[src/rtl/syncMonPkg.sv]
package syncMonPkg;

  typedef struct packed {
    logic measH;
    logic sepEn;
    logic hOutPos;
    logic vOutPos;
  } ctrlRegT;

  typedef struct packed {
    logic gateEnd;
    logic restart;
  } strobeT;

  localparam int CTRL_W = 4;

endpackage

[src/rtl/syncPolDetect.sv]
module syncPolDetect #(
  parameter int POL_W = 16
) (
  input  logic clk,
  input  logic rstN,
  input  logic sigIn,
  output logic polOut
);
  localparam logic [POL_W-1:0] CNT_MAX = '1;

  logic             sigPrev;
  logic             rise;
  logic [POL_W-1:0] highCnt;
  logic [POL_W-1:0] perCnt;
  logic             shortHigh;

  assign rise      = sigIn && !sigPrev;
  assign shortHigh = {highCnt, 1'b0} < {1'b0, perCnt};

  always_ff @(posedge clk or negedge rstN) begin
    if (!rstN) begin
      sigPrev <= 1'b0;
      highCnt <= '0;
      perCnt  <= '0;
      polOut  <= 1'b1;
    end else begin
      sigPrev <= sigIn;
      if (rise) begin
        polOut  <= shortHigh;
        perCnt  <= POL_W'(1);
        highCnt <= POL_W'(1);
      end else begin
        if (perCnt != CNT_MAX) perCnt <= perCnt + 1'b1;
        if (sigIn && highCnt != CNT_MAX) highCnt <= highCnt + 1'b1;
      end
    end
  end

  AST_POL_HOLD: assert property (@(posedge clk) disable iff (!rstN)
    !rise |=> $stable(polOut));

endmodule

[src/rtl/syncMonCtrl.sv]
module syncMonCtrl
  import syncMonPkg::*;
#(
  parameter int GATE_CYC = 6144
) (
  input  logic                clk,
  input  logic                rstN,
  input  logic                ctrlWr,
  input  logic [CTRL_W-1:0]   ctrlData,
  output ctrlRegT             ctrlReg,
  output strobeT              strb
);
  localparam int GW = (GATE_CYC > 1) ? $clog2(GATE_CYC) : 1;
  localparam logic [GW-1:0] GATE_LAST = GW'(GATE_CYC - 1);

  logic [GW-1:0] gateTimer;

  always_ff @(posedge clk or negedge rstN) begin
    if (!rstN) begin
      ctrlReg   <= '0;
      gateTimer <= '0;
    end else if (ctrlWr) begin
      ctrlReg   <= ctrlRegT'(ctrlData);
      gateTimer <= '0;
    end else if (gateTimer == GATE_LAST) begin
      gateTimer <= '0;
    end else begin
      gateTimer <= gateTimer + 1'b1;
    end
  end

  always_comb begin
    strb.restart = ctrlWr;
    strb.gateEnd = !ctrlWr && (gateTimer == GATE_LAST);
  end

  AST_GATE_SPACING: assert property (@(posedge clk) disable iff (!rstN)
    strb.gateEnd |=> !strb.gateEnd);

  AST_WRITE_TIMER: assert property (@(posedge clk) disable iff (!rstN)
    ctrlWr |=> (gateTimer == '0));

endmodule

[src/rtl/syncMonDatapath.sv]
module syncMonDatapath
  import syncMonPkg::*;
#(
  parameter int CNT_W   = 10,
  parameter int POL_W   = 16,
  parameter int SEP_MIN = 20
) (
  input  logic             clk,
  input  logic             rstN,
  input  logic             hsyncIn,
  input  logic             vsyncIn,
  input  ctrlRegT          ctrlReg,
  input  strobeT           strb,
  output logic             hsyncOut,
  output logic             vsyncOut,
  output logic [CNT_W+3:0] statusOut
);
  localparam int NSYNC = 2;
  localparam int IDX_H = 1;
  localparam int IDX_V = 0;
  localparam int SEP_W = $clog2(SEP_MIN + 1);
  localparam logic [SEP_W-1:0] SEP_LAST = SEP_W'(SEP_MIN - 1);
  localparam logic [SEP_W-1:0] SEP_TOP  = SEP_W'(SEP_MIN);
  localparam logic [CNT_W-1:0] CNT_MAX  = '1;
  localparam logic [1:0] OVF_NONE = 2'b00;
  localparam logic [1:0] OVF_ONE  = 2'b01;
  localparam logic [1:0] OVF_TWO  = 2'b10;

  logic [NSYNC-1:0] pinRaw;
  logic [NSYNC-1:0] meta;
  logic [NSYNC-1:0] syncd;
  logic [NSYNC-1:0] pol;
  logic [NSYNC-1:0] active;

  assign pinRaw = {hsyncIn, vsyncIn};

  for (genvar i = 0; i < NSYNC; i++) begin : gSync
    always_ff @(posedge clk or negedge rstN) begin
      if (!rstN) begin
        meta[i]  <= 1'b0;
        syncd[i] <= 1'b0;
      end else begin
        meta[i]  <= pinRaw[i];
        syncd[i] <= meta[i];
      end
    end

    syncPolDetect #(.POL_W(POL_W)) uPol (
      .clk   (clk),
      .rstN  (rstN),
      .sigIn (syncd[i]),
      .polOut(pol[i])
    );

    assign active[i] = ~(syncd[i] ^ pol[i]);
  end

  // composite separator: long active horizontal pulse means vertical sync
  logic [SEP_W-1:0] sepRun;
  logic             sepV;

  always_ff @(posedge clk or negedge rstN) begin
    if (!rstN) begin
      sepRun <= '0;
      sepV   <= 1'b0;
    end else begin
      if (!active[IDX_H])       sepRun <= '0;
      else if (sepRun != SEP_TOP) sepRun <= sepRun + 1'b1;
      sepV <= active[IDX_H] && (sepRun >= SEP_LAST);
    end
  end

  logic vSrcActive;
  assign vSrcActive = ctrlReg.sepEn ? sepV : active[IDX_V];

  always_ff @(posedge clk or negedge rstN) begin
    if (!rstN) begin
      hsyncOut <= 1'b0;
      vsyncOut <= 1'b0;
    end else begin
      hsyncOut <= ctrlReg.hOutPos ? active[IDX_H] : !active[IDX_H];
      vsyncOut <= ctrlReg.vOutPos ? vSrcActive : !vSrcActive;
    end
  end

  // frequency counter
  logic             measSrc;
  logic             measPrev;
  logic             measEdge;
  logic [CNT_W-1:0] freqCnt;
  logic [1:0]       ovfCnt;
  logic [CNT_W-1:0] statCnt;
  logic [1:0]       statOvf;

  always_comb begin
    if (ctrlReg.measH)      measSrc = syncd[IDX_H];
    else if (ctrlReg.sepEn) measSrc = sepV;
    else                    measSrc = syncd[IDX_V];
  end

  assign measEdge = measSrc && !measPrev;

  always_ff @(posedge clk or negedge rstN) begin
    if (!rstN) begin
      measPrev <= 1'b0;
      freqCnt  <= '0;
      ovfCnt   <= OVF_NONE;
      statCnt  <= '0;
      statOvf  <= OVF_NONE;
    end else begin
      measPrev <= measSrc;
      if (strb.restart) begin
        freqCnt <= '0;
        ovfCnt  <= OVF_NONE;
      end else if (strb.gateEnd) begin
        statCnt <= freqCnt;
        statOvf <= ovfCnt;
        freqCnt <= measEdge ? CNT_W'(1) : '0;
        ovfCnt  <= OVF_NONE;
      end else if (measEdge) begin
        if (freqCnt == CNT_MAX) begin
          freqCnt <= '0;
          ovfCnt  <= (ovfCnt == OVF_NONE) ? OVF_ONE : OVF_TWO;
        end else begin
          freqCnt <= freqCnt + 1'b1;
        end
      end
    end
  end

  assign statusOut = {pol[IDX_H], pol[IDX_V], statOvf, statCnt};

  AST_OVF_LEGAL: assert property (@(posedge clk) disable iff (!rstN)
    (statOvf != 2'b11) && (ovfCnt != 2'b11));

  AST_OVF_SATURATE: assert property (@(posedge clk) disable iff (!rstN)
    (ovfCnt == OVF_TWO && !strb.restart && !strb.gateEnd) |=> (ovfCnt == OVF_TWO));

  AST_GATE_CLEAR: assert property (@(posedge clk) disable iff (!rstN)
    strb.gateEnd |=> (freqCnt <= CNT_W'(1)) && (ovfCnt == OVF_NONE));

  AST_RESTART_CLEAR: assert property (@(posedge clk) disable iff (!rstN)
    strb.restart |=> (freqCnt == '0) && (ovfCnt == OVF_NONE));

  AST_SEP_DROP: assert property (@(posedge clk) disable iff (!rstN)
    !active[IDX_H] |=> !sepV);

endmodule

[src/rtl/syncMonitor.sv]
module syncMonitor
  import syncMonPkg::*;
#(
  parameter int CNT_W    = 10,
  parameter int GATE_CYC = 6144,
  parameter int POL_W    = 16,
  parameter int SEP_MIN  = 20
) (
  input  logic             clk,
  input  logic             rstN,
  input  logic             hsyncIn,
  input  logic             vsyncIn,
  input  logic             ctrlWr,
  input  logic [3:0]       ctrlData,
  output logic             hsyncOut,
  output logic             vsyncOut,
  output logic [CNT_W+3:0] statusOut
);
  ctrlRegT ctrlReg;
  strobeT  strb;

  syncMonCtrl #(.GATE_CYC(GATE_CYC)) uCtrl (
    .clk     (clk),
    .rstN    (rstN),
    .ctrlWr  (ctrlWr),
    .ctrlData(ctrlData),
    .ctrlReg (ctrlReg),
    .strb    (strb)
  );

  syncMonDatapath #(
    .CNT_W  (CNT_W),
    .POL_W  (POL_W),
    .SEP_MIN(SEP_MIN)
  ) uPath (
    .clk      (clk),
    .rstN     (rstN),
    .hsyncIn  (hsyncIn),
    .vsyncIn  (vsyncIn),
    .ctrlReg  (ctrlReg),
    .strb     (strb),
    .hsyncOut (hsyncOut),
    .vsyncOut (vsyncOut),
    .statusOut(statusOut)
  );

endmodule

[config.mk]
export PLATFORM = sky130hd
export DESIGN_NAME = syncMonitor
export DESIGN_NICKNAME = d
export VERILOG_FILES = /design/src/rtl/syncMonPkg.sv /design/src/rtl/syncPolDetect.sv /design/src/rtl/syncMonCtrl.sv /design/src/rtl/syncMonDatapath.sv /design/src/rtl/syncMonitor.sv
export SDC_FILE = /design/constraint.sdc
export NUM_CORES = 1
export LEC_CHECK = 0
export BUFFER_PORTS_ARGS = -buffer_cell sky130_fd_sc_hd__buf_4
export CORE_MARGIN = 2
export CORE_UTILIZATION = 45
export CTS_CLUSTER_DIAMETER = 120
export DETAILED_ROUTE_END_ITERATION = 7
export GPL_TIMING_DRIVEN = 1
export PLACE_DENSITY = 0.59
export SYNTH_ARGS = -nofsm -noshare
export SYNTH_HDL_FRONTEND = slang
export SYNTH_SLANG_ARGS = --single-unit
[constraint.sdc]
create_clock -name clk -period 1.95 [get_ports clk]
set_input_delay 0.0975 -clock clk [delete_from_list [all_inputs] [get_ports clk]]
set_output_delay 0.0975 -clock clk [all_outputs]
set_load 0.05 [all_outputs]
==> metrics list <==
* Maximum level of the CTS H-tree: 4
* Clock tree buffer depth: 2
* Combined area of the multi-input logic cells: approximately 0.0034 mm^2
- In the routed layout, each cell is associated on average with a via count of 5.55.
* Count of synthesis-stage warnings from yosys: 0
- Floorplan row count: 44
- Vias in the first global route: 5,158
- Measured against its own limit, the worst slew margin works out to 0.620.
- Setup slack of the critical path after layout: around 0.14 ns
- Final Power: approximately 0.0074 W
- Worst Path Buf+Inv: 0
- Clock-pin slew was measured on the worst setup and hold paths at ~0.050 ns.
- The die covers approximately 0.016 mm^2.
- After floorplanning, the core was sized to cover 0.0145 mm^2.
- Register area share after synthesis: 0.457
- On the final layout, the worst clock skew is ~0.0066 ns.
* Share of synthesized registers carrying an async set or reset: 1.00
- The die is 126 um wide.
- For this run, design rule violations remaining after detail routing come to 0.
- Final number of setup-violating endpoints: 0
- After detailed routing, the average wire length per cell comes to between 15 and 20 um.
- The floorplan step set the die height to 126 um.
- For the worst flop-to-flop path, the logic depth is 5.
- Initial cell density of the core: 0.460
* Maximum number of pins on one net before global-route repair: 33
- Data on the critical path is required at its endpoint by 2.25 ns.
- Adding up every negative setup slack in the final design gives 0 ns.
- Compared with the post-synthesis result, the final layout area differs by 19.4%.
- Slew Limit Fails: 0
* Reg-to-reg startpoint: uPath.gSync[1].uPol.perCnt[5]
- Worst R2R Setup Slack: between 0.1 and 0.15 ns
* Gr ovfl total: 0
- ANT nets after route: 0
* Total of max-cap violations: 0
* Layout cells sized above 1: 0.166
- Counting distinct cell types in the post-synthesis netlist gives 58.
- Highest clock frequency the design can meet: roughly 550 MHz
- The first global-routing pass estimated between 20,000 and 25,000 um of wire.
- The routed design has approximately 14,000 um of wire.
- Synthesis produced a netlist with a net count of roughly 720.
- Dividing total power by cell area gives a power density of approximately 930 mW/mm^2.
- In this run the worst path has a maximum fanout of 6.
- Clock network latency to the later pin of the worst-skew pair: between 0.4 and 0.5 ns
* Port buffer count: 24
- Walking the worst path, the cells encountered are nand4_4, or2_1, or4_4, xnor2_1, nand2_1.
* Kind of critical path: flop to flop
- The repair_antennas step left the layout with diodes totalling 0.
* Worst hold-check path type: primary input to async pin
* Static leakage: around 3.5 nW
- Counting flops with a built-in enable in the synthesized netlist gives 0.
- The kind of cell with the highest combined delay along the critical path is simple AND/OR/NAND/NOR gates.
- The number of antenna violations at the first check in global routing was 0.
* Setup Fix Bufs, Post-CTS: 0
* Final critical path time including I/O delays and setup: around 1.8 ns
- STA classifies the critical path endpoint as a flop.
- Crit path launch: uPath.gSync[1].uPol.perCnt[5]
- Clock tree from TritonCTS: yes
- Slowest cell on crit path: sky130_fd_sc_hd__or4_4
- The critical path crosses 5 cells after its start point.
* Post-route fraction of the period consumed by the critical path: 0.930
- Cell at the root of the clock tree: sky130_fd_sc_hd__clkbuf_16
- Synthesized area per cell: just under 10 um^2
* Number of instances in the synthesized netlist: approximately 680
- The worst setup path is launched from a flop.
- At the end of the flow, the number of nets in the layout was ~790.
- Clock tree sinks: ~120
- At the worst endpoint, the arrival time is ~2.1 ns.
- The number of endpoints with negative hold slack in the final report was 0.
- At the end of routability-driven placement, the weighted congestion stood at approximately 0.83.
* Via Count: 5,196
* VDD IR max: approximately 0.65 mV
* Slew at the pin closest to its max-slew limit: roughly 0.56 ns
- Iteration-0 DRC Markers: between 200 and 300
- The run finished with clean final reports.
* RSZ-0062 raised after global routing: false
- Most used flip-flop cell after synthesis: sky130_fd_sc_hd__dfrtp_1
* DR pass1 iterations: 5
* Number of fillers in the final layout: between 1,000 and 1,500
* IO Pins: 25
- The largest single stage delay on the critical path is 0.53 ns.
* Detailed placer's ending HPWL: between 10,000 and 15,000 um
- Post-synth design cell area: roughly 0.0067 mm^2
* FF+latch count, synth: 122
* Minimum setup slack after placement: -0.0909 ns
* Sequential standard cell area: about 0.0031 mm^2
* Number of CTS-inserted buffers: 17
- Aggregate global-route resource usage: 0.192
## worst reg2reg max path, cell delays in order, from the launching register on
cell and delay [ns]:
sky130_fd_sc_hd__dfrtp_1 0.45, sky130_fd_sc_hd__nand4_4 0.15, sky130_fd_sc_hd__or2_1 0.34, sky130_fd_sc_hd__or4_4 0.53
sky130_fd_sc_hd__xnor2_1 0.15, sky130_fd_sc_hd__nand2_1 0.07
## state kept, by name, indices dropped and copies added (netlist names), 4 cells and up
signal / count
uPath.statCnt: 10
uPath.gSync.uPol.highCnt: 32
uCtrl.gateTimer: 13
uCtrl.ctrlReg: 4
uPath.gSync.uPol.perCnt: 32
uPath.freqCnt: 10
uPath.sepRun: 5
## routing by layer
metal	part of all wire	up-vias	GRT usage
met1	0.47	2529	0.260
met5	0	-	0
li1	-	2554	-
met2	0.48	100	0.310
met4	0.012	0	0.0692
met3	0.036	13	0.0387
## cells in the final DEF (no fill, tap or decap), types with 4 or more instances in the layout
cell / instances
sky130_fd_sc_hd__nand2_1: 41
sky130_fd_sc_hd__xor2_1: 23
sky130_fd_sc_hd__clkbuf_16: 17
sky130_fd_sc_hd__and4_1: 13
sky130_fd_sc_hd__dfrtp_1: 119
sky130_fd_sc_hd__and3_1: 11
sky130_fd_sc_hd__xnor2_1: 40
sky130_fd_sc_hd__ha_1: 38
sky130_fd_sc_hd__inv_1: 40
sky130_fd_sc_hd__nor2_1: 73
sky130_fd_sc_hd__clkinv_2: 6
sky130_fd_sc_hd__nor2b_1: 9
sky130_fd_sc_hd__o2111ai_1: 4
sky130_fd_sc_hd__nor3_1: 14
sky130_fd_sc_hd__o211ai_1: 4
sky130_fd_sc_hd__a211oi_1: 6
sky130_fd_sc_hd__o21ai_0: 20
sky130_fd_sc_hd__nor4_1: 9
sky130_fd_sc_hd__a21oi_1: 30
sky130_fd_sc_hd__nand2b_1: 4
sky130_fd_sc_hd__dlygate4sd3_1: 8
sky130_fd_sc_hd__or3_1: 7
sky130_fd_sc_hd__nand3_1: 36
sky130_fd_sc_hd__a21o_1: 5
sky130_fd_sc_hd__a31oi_1: 4
sky130_fd_sc_hd__o22ai_1: 5
sky130_fd_sc_hd__buf_4: 60
sky130_fd_sc_hd__mux2i_1: 7
sky130_fd_sc_hd__o31ai_1: 5
sky130_fd_sc_hd__mux2_2: 15
sky130_fd_sc_hd__nand4_1: 23
## synthesized netlist by cell type (5+ instances only)
library cell	n	area, um^2
sky130_fd_sc_hd__dfrtp_1	120	3000
sky130_fd_sc_hd__a21oi_1	30	150
sky130_fd_sc_hd__clkbuf_1	11	41.3
sky130_fd_sc_hd__o31ai_1	5	37.5
sky130_fd_sc_hd__and3_1	12	75.1
sky130_fd_sc_hd__mux2i_1	7	70.1
sky130_fd_sc_hd__nor3_1	14	70.1
sky130_fd_sc_hd__mux2_2	15	169
sky130_fd_sc_hd__inv_1	40	150
sky130_fd_sc_hd__xor2_1	23	201
sky130_fd_sc_hd__a211oi_1	6	45.0
sky130_fd_sc_hd__and4_1	13	114
sky130_fd_sc_hd__nand2_1	41	154
sky130_fd_sc_hd__o22ai_1	5	31.3
sky130_fd_sc_hd__or3_1	8	50.1
sky130_fd_sc_hd__ha_1	38	475
sky130_fd_sc_hd__nor2_1	73	274
sky130_fd_sc_hd__buf_2	5	25.0
sky130_fd_sc_hd__nor4_1	9	56.3
sky130_fd_sc_hd__o21ai_0	20	100
sky130_fd_sc_hd__a21o_1	5	37.5
sky130_fd_sc_hd__xnor2_1	40	350
sky130_fd_sc_hd__nand4_1	23	144
sky130_fd_sc_hd__nor2b_1	9	56.3
sky130_fd_sc_hd__nand3_1	36	180
## power by group
group	internal [W]	switching [W]	total, W
Clock	0.00199	0.00111	0.00311
Sequential	0.00276	0.000254	0.00301
Combinational	0.000542	0.000746	0.00129
Total	0.00529	0.00211	0.00741
## layout make-up
class,instances,area share
sequential,122,0.383
multi-input combinational,489,0.424
inverter,40,0.0188
tap,184,0.0288
clock buffer,19,0.0542
timing repair buffer,70,0.0715
clock inverter,13,0.0191
## kinds of logic (layout without fill, tap and decap cells)
logic type / count (synthesis) / after routing / synth area share
compound gates: 104 / 104 / 0.104
simple gates: 262 / 262 / 0.209
buf+inv: 64 / 142 / 0.0403
mux: 22 / 22 / 0.0358
flops: 122 / 122 / 0.457
fa+ha+maj: 38 / 38 / 0.0711
xor+xnor: 63 / 63 / 0.0826
## stage by stage
stage                     area [um^2]  hold slack (ns)  std cells   util
final                            7980            0.174        937  0.549
after global routing             7980            0.206        937  0.549
after CTS                        7960            0.182        937  0.547
after detailed placement         7280           0.0774        897  0.501
after global placement           7280           0.0655        897  0.501
after floorplan                  6680           -0.198        675      -
## final timing paths
kind                                            endpoint
max                        uPath.gSync[1].uPol.perCnt[0]
min                                      uPath.sepRun[0]
max reg2reg                uPath.gSync[1].uPol.perCnt[0]
min reg2reg                               uPath.syncd[1]
max in group asynchronous     uPath.gSync[0].uPol.polOut
min in group clk                           uPath.meta[1]
## what timing repair did
action                                  CTS  global route
resized for setup                         2             5
hold endpoints to repair                 62             0
endpoints found under the setup margin    1            13
hold buffers                              8             0
(Power assumes the default switching activity.)
